<file path="config.mk">
export PLATFORM = sky130hd
export DESIGN_NAME = gpio_port
export DESIGN_NICKNAME = d
export VERILOG_FILES = /design/src/rtl/gpio_port.sv
export SDC_FILE = /design/constraint.sdc
export NUM_CORES = 1
export LEC_CHECK = 0
export BUFFER_PORTS_ARGS = -buffer_cell sky130_fd_sc_hd__buf_2
export CAP_MARGIN = 10
export CORE_MARGIN = 4
export CORE_UTILIZATION = 25
export CTS_CLUSTER_SIZE = 25
export DETAILED_ROUTE_END_ITERATION = 10
export GPL_ROUTABILITY_DRIVEN = 1
export PLACE_DENSITY = 0.42
export REMOVE_ABC_BUFFERS = 1
export SLEW_MARGIN = 20
export SYNTH_ARGS = -nofsm -noshare
export SYNTH_HDL_FRONTEND = slang
export SYNTH_SLANG_ARGS = --single-unit
</file>
<file path="constraint.sdc">
create_clock -name clk -period 1 [get_ports clk]
set_input_delay 0.05 -clock clk [delete_from_list [all_inputs] [get_ports clk]]
set_output_delay 0.05 -clock clk [all_outputs]
set_load 0.1 [all_outputs]
</file>
<file path="src/rtl/gpio_port.sv">
module gpio_port #(
  parameter int W = 8,
  parameter int AW = 3,
  parameter logic [7:0] OPT_RESET = 8'h00
) (
  input  logic          clk,
  input  logic          rst_n,
  input  logic [AW-1:0] addr,
  input  logic          wr_en,
  input  logic [W-1:0]  wdata,
  output logic [W-1:0]  rdata,
  input  logic [W-1:0]  pin_in,
  output logic [W-1:0]  pad_out,
  output logic [W-1:0]  pad_oe,
  output logic [W-1:0]  pull_en,
  output logic          irq
);
  localparam logic [AW-1:0] A_DATA = AW'(0);
  localparam logic [AW-1:0] A_DIR  = AW'(1);
  localparam logic [AW-1:0] A_OPT  = AW'(2);
  localparam logic [AW-1:0] A_PEND = AW'(3);

  logic [W-1:0] dlat, dir, opt, pend;
  logic [W-1:0] s1, s2, s3;
  logic [W-1:0] fall, clr;

  always_ff @(posedge clk or negedge rst_n) begin
    if (!rst_n) begin
      dlat <= '0;
      dir  <= '0;
      opt  <= W'(OPT_RESET);
    end else if (wr_en) begin
      if (addr == A_DATA) dlat <= wdata;
      if (addr == A_DIR)  dir  <= wdata;
      if (addr == A_OPT)  opt  <= wdata;
    end
  end

  always_ff @(posedge clk or negedge rst_n) begin
    if (!rst_n) begin
      s1 <= '0;
      s2 <= '0;
      s3 <= '0;
    end else begin
      s1 <= pin_in;
      s2 <= s1;
      s3 <= s2;
    end
  end

  assign fall = s3 & ~s2 & ~dir & opt;
  assign clr  = (wr_en && addr == A_PEND) ? wdata : '0;

  always_ff @(posedge clk or negedge rst_n) begin
    if (!rst_n) pend <= '0;
    else        pend <= (pend & ~clr) | fall;
  end

  assign irq     = |pend;
  assign pull_en = ~dir & opt;
  assign pad_oe  = dir & (opt | ~dlat);
  assign pad_out = dir & opt & dlat;

  always_comb begin
    case (addr)
      A_DATA:  rdata = (dir & dlat) | (~dir & s2);
      A_DIR:   rdata = dir;
      A_OPT:   rdata = opt;
      A_PEND:  rdata = pend;
      default: rdata = '0;
    endcase
  end

  AST_NO_HIGH_WHEN_OFF: assert property (@(posedge clk) disable iff (!rst_n)
    (pad_out & ~pad_oe) == '0);
  AST_OD_NEVER_HIGH: assert property (@(posedge clk) disable iff (!rst_n)
    (pad_out & pad_oe & ~opt) == '0);
  AST_INPUT_NO_DRIVE: assert property (@(posedge clk) disable iff (!rst_n)
    (pad_oe & ~dir) == '0);
  AST_PULL_INPUT_ONLY: assert property (@(posedge clk) disable iff (!rst_n)
    (pull_en & dir) == '0);
  AST_DATA_WRITE: assert property (@(posedge clk) disable iff (!rst_n)
    (wr_en && addr == A_DATA) |=> dlat == $past(wdata));
  AST_IRQ_CAUSE: assert property (@(posedge clk) disable iff (!rst_n)
    $rose(irq) |-> $past(fall) != '0);
  AST_CLEAR: assert property (@(posedge clk) disable iff (!rst_n)
    (wr_en && addr == A_PEND && (wdata & ~fall) != '0) |=>
      (pend & $past(wdata & ~fall)) == '0);
endmodule

</file>
==> impl_results.md, run 1 <==
- Worst-path clk slew: 0.10 ns
- N_diodes: 0
- Max Cap Viol: 0
- Setup TNS: -13.56 ns
- Arr. time, crit path: around 1.6 ns
- Sink Count: 56
- Area share of the largest cell type after synthesis: between 50% and 60%
- Post-synthesis mux area share: between 10% and 20%
- Chip Width: roughly 110 um
- Primary FF master, synth: dfrtp_1
- Antenna-violating nets left: 0
- Power Density: 2190 nW/um2
- Unrepaired setup endpoints after global routing: yes
- Worst path slowest cell: dfrtp_1
- VDD IR max: 1.01 mV
- DP HPWL: between 4 and 5 mm
- Mean Syn Cell Area: around 12 um2
- Post-synth EDFFs: 0
- Pins Over Slew Limit: 0
- FP Rows: 35
- Die Area: 11,000 um2
- Synth unique cells: 21
- Failing checks: negative setup slack
- Max frequency: approximately 0.63 GHz
- Slowest stage delay, CP: roughly 0.40 ns
- Core region area: just over 9000 um2
- Layout cells sized above 1: approximately 61%
- Hold_ws: between 0.007 and 0.008 ns
- Peak fanout along the critical path: 2
- Simple-gate share of the synthesized area: under 10%
- Placed Cells: roughly 420
- Post-layout nets: between 300 and 400
- Met1 usage: between 15 and 20%
- R2r setup slk: -0.21 ns
- Met2 Use GR: between 20% and 30%
- Post-layout power: just under 10 mW
- Filler Cell Count: between 800 and 900
- Final Worst Setup Slack: -0.599 ns
- Pin count of the biggest net entering global routing: 57
- Die H: approximately 110 um
- Synthesized instance count: 193
- Initial DRC Count: 55
- Startpoint type of the worst setup path: flip-flop
- CTS tree: yes
- Vias in the first global route: 2,190
- Worst-Skew Late Latency: between 0.3 and 0.4 ns
- Most common cell in the netlist: dfrtp_1
- Fin crit share: 160%
- M3 GR Usage: under 10%
- Initial antenna violation count: 0
- Slew Limit Headroom: between 70% and 80%
- WS Path Type: flip-flop to output port
- Async S/R FF share, synth: 100%
- DRC: 0
- Gr usage total: 12.5%
- Seq/Total Area, Yosys: between 50% and 60%
- Setup Viol. Count Final: 42
- Synth top cells by count: dfrtp_1, inv_1, nand2_1, mux2_2, o21ai_0
- Number of synthesized register bits: 56
- Clock Skews: about 0.0063 ns
- Outcome: finished, violations left
- Total gr overflow: 0
- Count of input and output buffers: 54
- Largest family of logic cells by synthesized area: compound AO/OA/AOI/OAI gates
- Routed wire length: approximately 6.7 mm
- Hold Crit Class: input port to flip-flop
- Core Util, Final: 48.3%
- First-pass GRT wire length: roughly 11 mm
- Non-Filler Instances: around 450
- Maximum clock path buffer count: 2
- RePlAce Congestion: ~0.79
- Starting Density: approximately a quarter
- Critical Path Sink Type: output port
- DP Area: between 3000 and 4000 um2
- Cell taking the most area after synthesis: dfrtp_1
- DP Worst Slack: -0.380 ns
- Synth Cell Area: around 2400 um2
- Syn. warnings: 0
- Busiest metal layer after global routing: met2
- Final instance area: between 4000 and 5000 um2
- Synth Area in Adders: 0%
- Via Count: 2,026
- Final hold violation count: 0
- P_leak: about 2.0 nW
- Area contributors post-synth: dfrtp_1, mux2_2, a32o_1
- Compound-Gate Fraction of Synth Area: roughly 15%
- Fin crit period: around 1.6 ns
- Layout overhead on the synthesized area: 88.9%
- CTS Root Cell: clkbuf_8
- Vias per cell: approximately 4.5
- Slew @ Worst Pin: about 0.38 ns
- TritonCTS Buffers: 5
- Crit path cell chain: o311a_1, a211oi_2, buf_4, buf_12
- Top Ports: 55
- CP required: roughly 0.95 ns
- Drt pass-1 iters: 4
- Per-cell routed wire length: between 10 and 15 um
- CTS H-Tree Depth: 2
- Xor-xnor portion of the synthesized cell area: 0%
[cell type report]
type | count | area [um2] | share of cell area [%]
clock inverters | 2 | 38.8 | 0.873
inverters | 17 | 63.8 | 1.44
clock buffers | 6 | 82.6 | 1.86
well taps | 111 | 139 | 3.13
flip-flops and latches | 56 | 1400 | 31.5
multi-input cells | 111 | 1070 | 24.1
repair buffers | 149 | 1650 | 37.1
[flip-flops by register name (all words and copies together), names as in the netlist]
register and cells:
dir 8, dlat 8, opt 8, pend 8, s1 8, s2 8, s3 8
[worst paths after layout]
check                           end  cells after the start      from
max                        rdata[0]                      4    dir[0]
min                          opt[0]                      3  wdata[0]
max reg2reg                 pend[3]                      6    dir[3]
min reg2reg                   s2[1]                      0     s1[1]
max in group asynchronous     s1[4]                      3     rst_n
min in group asynchronous    opt[2]                      3     rst_n
[power by group]
part,switching [mW],internal (mW),total [mW]
combinational,2.90,2.38,5.28
sequential,0.262,2.63,2.89
clock,0.744,0.820,1.56
[layer usage]
metal	vias to the layer above	share of wire, %
met3	5	3.8
met2	39	50
met5	-	0
li1	992	-
met1	990	45
met4	0	0.91
[worst max-delay path: cells and delay by family (launching register included)]
family          cells  cell delay, ns
flops               1            0.40
compound gates      2            0.52
buf+inv             2            0.32
[placed cells by master (no fill, tap or decap), types with 2 or more instances in the layout]
master and instances:
mux2_2 15, buf_2 21, dfrtp_1 56, mux2i_1 8, clkbuf_8 6, o311a_1 8, inv_1 5, a32o_1 6
a21boi_4 7, nand2_1 17, inv_2 12, o21ai_0 15, a32o_2 2, dlygate4sd3_1 14, a211oi_2 8, buf_6 32
nor2_4 8, buf_4 48, buf_12 34, and3_4 8
[cell families (layout without fill, tap and decap cells)]
family                 Yosys count  in the layout
multiplexers                    24             24
AO/OA/AOI/OAI                   48             48
AND/OR/NAND/NOR                 39             39
flip-flops                      56             56
buffers and inverters           26            174
[timing repair]
action                                  CTS  global route
endpoints found under the setup margin   36            48
setup buffers                            13            11
resized for setup                        89            22
pin swaps                                19            11
endpoints found under the hold margin    69             0
hold buffers                             14             0
Note: power is estimated with default switching activity, not from simulation.
==> run 2: changes to the inputs <==
--- a/config.mk
+++ b/config.mk
@@ -12,7 +12,7 @@
 export CTS_CLUSTER_SIZE = 25
 export DETAILED_ROUTE_END_ITERATION = 10
 export GPL_ROUTABILITY_DRIVEN = 1
-export PLACE_DENSITY = 0.42
+export PLACE_DENSITY_LB_ADDON = 0.12
 export REMOVE_ABC_BUFFERS = 1
 export SLEW_MARGIN = 20
 export SYNTH_ARGS = -nofsm -noshare
==> run 2 against run 1 <==
Compared with the run above: register-to-register slack better by 0.10 ns; first-iteration DRC count grew 7.3%; clock power is 7% lower; highest routed layer is now met5; final area decreased by 2.4%; the run still ends with negative setup slack left; critical path type unchanged; clock skew barely moved; clock-buffer cell count is the same; largest power group unchanged.
==> impl_results.md, run 2 (synthesis results as in run 1) <==
- Slew Limit Headroom: 75.2%
- Worst-Skew Late Latency: around 0.30 ns
- Vias per cell: 4.58
- Fin crit share: 158%
- First-pass GRT wire length: about 11 mm
- FF-to-FF End: dir[2]
- DP HPWL: 4.78 mm
- RePlAce Congestion: around 0.76
- Initial antenna violation count: 1
- P_leak: between 1.5 and 2 nW
- Antenna-violating nets left: 0
- Layout cells sized above 1: 59.5%
- Hold path endpoint: opt[3]
- Layout overhead on the synthesized area: 84.4%
- VDD IR max: between 1 and 1.5 mV
- Commonest non-fill, non-tap cells in the layout: dfrtp_1, buf_4, buf_12, buf_6, buf_2
- Hold Path Stages: 3
- Setup TNS: -12.77 ns
- Pin count of the biggest net entering global routing: 57
- Post-layout nets: roughly 350
- Pins Over Slew Limit: 0
- Gr usage total: between 10% and 20%
- Hold Startpoint: wdata[3]
- Critical Path Sink Type: output port
- Via Count: ~2,000
- Hold Crit Class: input port to flip-flop
- Chip Width: ~110 um
- Startpoint type of the worst setup path: flip-flop
- TritonCTS Buffers: 5
- CTS tree: yes
- Total gr overflow: 0
- Vias in the first global route: ~2,200
- R2R Path Start: dir[2]
- Max frequency: 0.632 GHz
- Crit path max-delay family: compound AO/OA/AOI/OAI gates
- Maximum clock path buffer count: 2
- Fin crit period: approximately 1.6 ns
- Drt pass-1 iters: 4
- Starting Density: ~26%
- Sink Count: 56
- Unrepaired setup endpoints after global routing: yes
- N_diodes: 0
- Most common cell after layout, fill and taps aside: dfrtp_1
- R2R depth: 4
- Per-cell routed wire length: approximately 15 um
- Non-Filler Instances: approximately 440
- Final Worst Setup Slack: -0.583 ns
- CP required: 0.95 ns
- WS Path Type: flip-flop to output port
- CTS Root Cell: clkbuf_8
- Slowest stage delay, CP: around 0.40 ns
- Die H: 105 um
- DP Area: 3710 um2
- Power Density: ~2200 nW/um2
- FP Rows: 35
- Initial DRC Count: 59
- Arr. time, crit path: 1.53 ns
- Worst path slowest cell: dfrtp_1
- R2r setup slk: -0.11 ns
- Peak fanout along the critical path: 2
- CTS H-Tree Depth: 2
- Routed wire length: approximately 6.6 mm
- Core region area: between 9000 and 10,000 um2
- Slew @ Worst Pin: approximately 0.37 ns
- Failing checks: negative setup slack
- Setup Viol. Count Final: 38
- Clock Skews: roughly 0.0066 ns
- Crit path cell chain: o311a_1, a211oi_2, buf_4, buf_12
- Final hold violation count: 0
- Worst-path clk slew: ~0.1 ns
- Critical path buffers and inverters: 2
- Core Util, Final: 47.2%
- Outcome: finished, violations left
- Die Area: 11,000 um2
- Max Cap Viol: 0
- Final instance area: 4340 um2
- Top Ports: 55
- DRC: 0
- Placed Cells: just over 400
- Count of input and output buffers: between 50 and 60
- Post-layout power: around 9.5 mW
==> run 2: cell count changes in the layout (fill, tap and decap cells not counted), sizes merged <==
cell / before / now
buf: 135 / 122
dlygate4sd3: 14 / 12
==> run 2: cell type report <==
| type | instances | area (um2) |
|---|---|---|
| Inverter | 17 | 73.8 |
| Sequential cell | 56 | 1400 |
| Tap cell | 111 | 139 |
| Clock inverter | 2 | 35.0 |
| Multi-Input combinational cell | 111 | 1100 |
| Fill cell | 856 | 4860 |
| Clock buffer | 6 | 72.6 |
| Timing Repair Buffer | 134 | 1510 |
==> run 2: worst register-to-register path, cell delays in order (launching register included) <==
cell	delay (ns)
dfrtp_1	0.41
buf_6	0.12
buf_6	0.12
buf_6	0.11
mux2_4	0.25
==> run 2: report_power, final <==
part	internal [mW]	switching, mW
clock	0.745	0.703
combinational	2.24	2.88
sequential	2.63	0.280
==> run 2: timing repair <==
item	in CTS	in global routing
gates resized for setup	97	15
buffers inserted	11	4
cloned	0	1
hold buffers	12	0
pin swaps	15	8
endpoints found under the setup margin	37	49
endpoints found under the hold margin	67	0
==> run 2: per-layer routing <==
layer  up-vias  track usage, %  wire length, um
li1        960               -                -
met1       990            16.4             3070
met5         -               0               12
met3         6            3.03              275
met2        43            20.1             3210
met4         2            2.81               55
==> run 2: per-stage QoR <==
stage / worst slack, ns / hold WS (ns)
after global routing: -0.669 / 0.00559
after CTS: -0.589 / 0.000845
final: -0.583 / 0.0107
after detailed placement: -0.371 / 0.0740
after global placement: -0.365 / 0.0809
after floorplan: -2.03 / -0.246
==> run 2: worst max path at each step <==
stage / from / depth (start not counted) / to / slack [ns]
6_report: dir[3] / 4 / rdata[3] / -0.58
4_1_cts: dir[1] / 4 / rdata[1] / -0.59
3_5_place_dp: dir[1] / 4 / rdata[1] / -0.37
3_3_place_gp: dir[5] / 4 / rdata[5] / -0.36
2_1_floorplan: dir[0] / 2 / rdata[0] / -2.03
5_1_grt: dir[3] / 4 / rdata[3] / -0.67
==> run 3: changes to the inputs <==
--- a/config.mk
+++ b/config.mk
@@ -8,13 +8,14 @@
 export BUFFER_PORTS_ARGS = -buffer_cell sky130_fd_sc_hd__buf_2
 export CAP_MARGIN = 10
 export CORE_MARGIN = 4
-export CORE_UTILIZATION = 25
+export CORE_UTILIZATION = 35
 export CTS_CLUSTER_SIZE = 25
 export DETAILED_ROUTE_END_ITERATION = 10
 export GPL_ROUTABILITY_DRIVEN = 1
 export PLACE_DENSITY_LB_ADDON = 0.12
 export REMOVE_ABC_BUFFERS = 1
-export SLEW_MARGIN = 20
+export SETUP_SLACK_MARGIN = 0.5
+export SLEW_MARGIN = 30
 export SYNTH_ARGS = -nofsm -noshare
 export SYNTH_HDL_FRONTEND = slang
 export SYNTH_SLANG_ARGS = --single-unit
==> run 3 against run 2 <==
Compared with the run above: the flow finishes with violations (negative hold slack, negative setup slack); largest cell class unchanged; global-route usage increased by 4.5 points; utilization rose by 21 points; final cell count is 6.2% lower; clock skew increased by 0.0019 ns; highest routed layer is now met4; first-iteration DRC count grew 14%; worst hold slack got worse by 0.43 ns; final area increased by 0.87%; register-to-register slack better by 0.02 ns.
==> impl_results.md, run 3 (synthesis results as in run 1) <==
- CTS Root Cell: clkbuf_8
- Max frequency: roughly 0.62 GHz
- Die Area: just over 8000 um2
- Commonest non-fill, non-tap cells in the layout: dfrtp_1, buf_6, buf_12, buf_4, buf_2
- Setup Viol. Count Final: 39
- Top Ports: 55
- Core Util, Final: between 60% and 70%
- RePlAce Congestion: 0.772
- Count of input and output buffers: 54
- Layout cells sized above 1: 61.3%
- Hold_ws: -0.423 ns
- CTS H-Tree Depth: 2
- Power Density: roughly 2100 nW/um2
- DP Area: about 3700 um2
- Total gr overflow: 0
- Pins Over Slew Limit: 0
- Slew Limit Headroom: 75.1%
- Via Count: 2,044
- Vias in the first global route: 2,233
- DP HPWL: ~4.5 mm
- Max Cap Viol: 0
- Placed Cells: around 380
- Hold_buf cts: 9
- Failing checks: negative hold slack, negative setup slack
- Worst-path clk slew: around 0.10 ns
- Outcome: finished, violations left
- Final instance area: roughly 4400 um2
- Core region area: 6420 um2
- Filler Cell Count: 461
- Fin crit period: 1.60 ns
- Register Area: between 1000 and 1500 um2
- Chip Width: between 80 and 90 um
- CP required: ~0.95 ns
- Multi-input logic area: around 1100 um2
- Die H: between 80 and 90 um
- Worst-Skew Late Latency: around 0.30 ns
- Maximum clock path buffer count: 2
- Vias per cell: 4.99
- Initial antenna violation count: 0
- Clock Skews: 0.00852 ns
- Unrepaired setup endpoints after global routing: yes
- FP Rows: 29
- DRC: 0
- Starting Density: 36.6%
- Sink Count: 56
- Routed wire length: ~6.5 mm
- Worst path slowest cell: dfrtp_1
- Crit path cell chain: o311a_1, a211oi_2, buf_4, buf_12
- Final hold violation count: 57
- Slowest stage delay, CP: 0.41 ns
- Antenna-violating nets left: 0
- Startpoint type of the worst setup path: flip-flop
- P_leak: between 2 and 2.5 nW
- Non-Filler Instances: just over 400
- Gr usage total: between 15 and 20%
- Fin crit share: 160%
- Peak fanout along the critical path: 2
- Pin count of the biggest net entering global routing: 36
- Most common cell after layout, fill and taps aside: dfrtp_1
- Critical Path Sink Type: output port
- Layout overhead on the synthesized area: 86.0%
- Arr. time, crit path: about 1.6 ns
- Final Worst Setup Slack: -0.602 ns
- N_diodes: 0
- CTS tree: yes
- VDD IR max: roughly 1.8 mV
- First-pass GRT wire length: between 10 and 15 mm
- WS Path Type: flip-flop to output port
- TritonCTS Buffers: 5
- Hold Crit Class: input port to asynchronous set/reset pin
- Slew @ Worst Pin: about 0.37 ns
- Drt pass-1 iters: 4
- Per-cell routed wire length: approximately 16 um
- R2r setup slk: -0.09 ns
- Post-layout nets: approximately 360
- Initial DRC Count: 67
-- run 3: critical path, delay by kind of cell (launching register included) --
family / cells / cell delay (ns)
AO/OA/AOI/OAI: 2 / 0.52
buffers and inverters: 2 / 0.32
flip-flops: 1 / 0.41
-- run 3: what timing repair did --
action	CTS	global route
endpoints found under the hold margin	68	58
pin swaps	23	6
cloned	1	0
resized for setup	116	18
setup buffers	10	7
setup endpoints to repair	70	127
-- run 3: metal layers --
| layer | global-route usage (%) | vias up | part of all wire, % |
|---|---|---|---|
| met1 | 22.7 | 1002 | 46 |
| met4 | 4.34 | 0 | 1.1 |
| met3 | 3.92 | 7 | 4.3 |
| li1 | - | 980 | - |
| met2 | 27.3 | 55 | 49 |
| met5 | 0 | - | 0 |
-- run 3: area by class of cell --
| type | instances | share of cell area [%] |
|---|---|---|
| timing repair buffer | 142 | 38.3 |
| inverter | 17 | 1.52 |
| multi-input combinational | 111 | 24.1 |
| tap | 77 | 2.20 |
| sequential | 56 | 32.1 |
| clock inverter | 2 | 0.286 |
| clock buffer | 5 | 1.57 |
-- run 3: power breakdown --
| group | internal (mW) | switching, mW | total (mW) |
|---|---|---|---|
| sequential | 2.63 | 0.305 | 2.93 |
| clock | 0.476 | 0.688 | 1.16 |
| combinational | 2.39 | 2.83 | 5.21 |
-- run 3: stage by stage --
step / setup WS [ns] / total power [mW] / TNS (ns)
after floorplan: -2.03 / 5.27 / -49.42
after global placement: -0.352 / 7.31 / -8.57
after detailed placement: -0.363 / 7.34 / -8.99
after CTS: -0.606 / 9.22 / -13.47
after global routing: -0.698 / 9.71 / -15.68
final: -0.602 / 9.31 / -13.34
-- run 3: path summary, 6_finish.rpt --
| kind | endpoint | cells past startpoint | start |
|---|---|---|---|
| setup / recovery | rdata[1] | 4 | dir[1] |
| hold / removal | s3[7] | 1 | rst_n |
| setup reg to reg | pend[5] | 5 | dir[5] |
| hold reg to reg | s2[3] | 0 | s1[3] |
| max in group asynchronous | dir[7] | 2 | rst_n |
| min in group clk | opt[0] | 3 | wdata[0] |
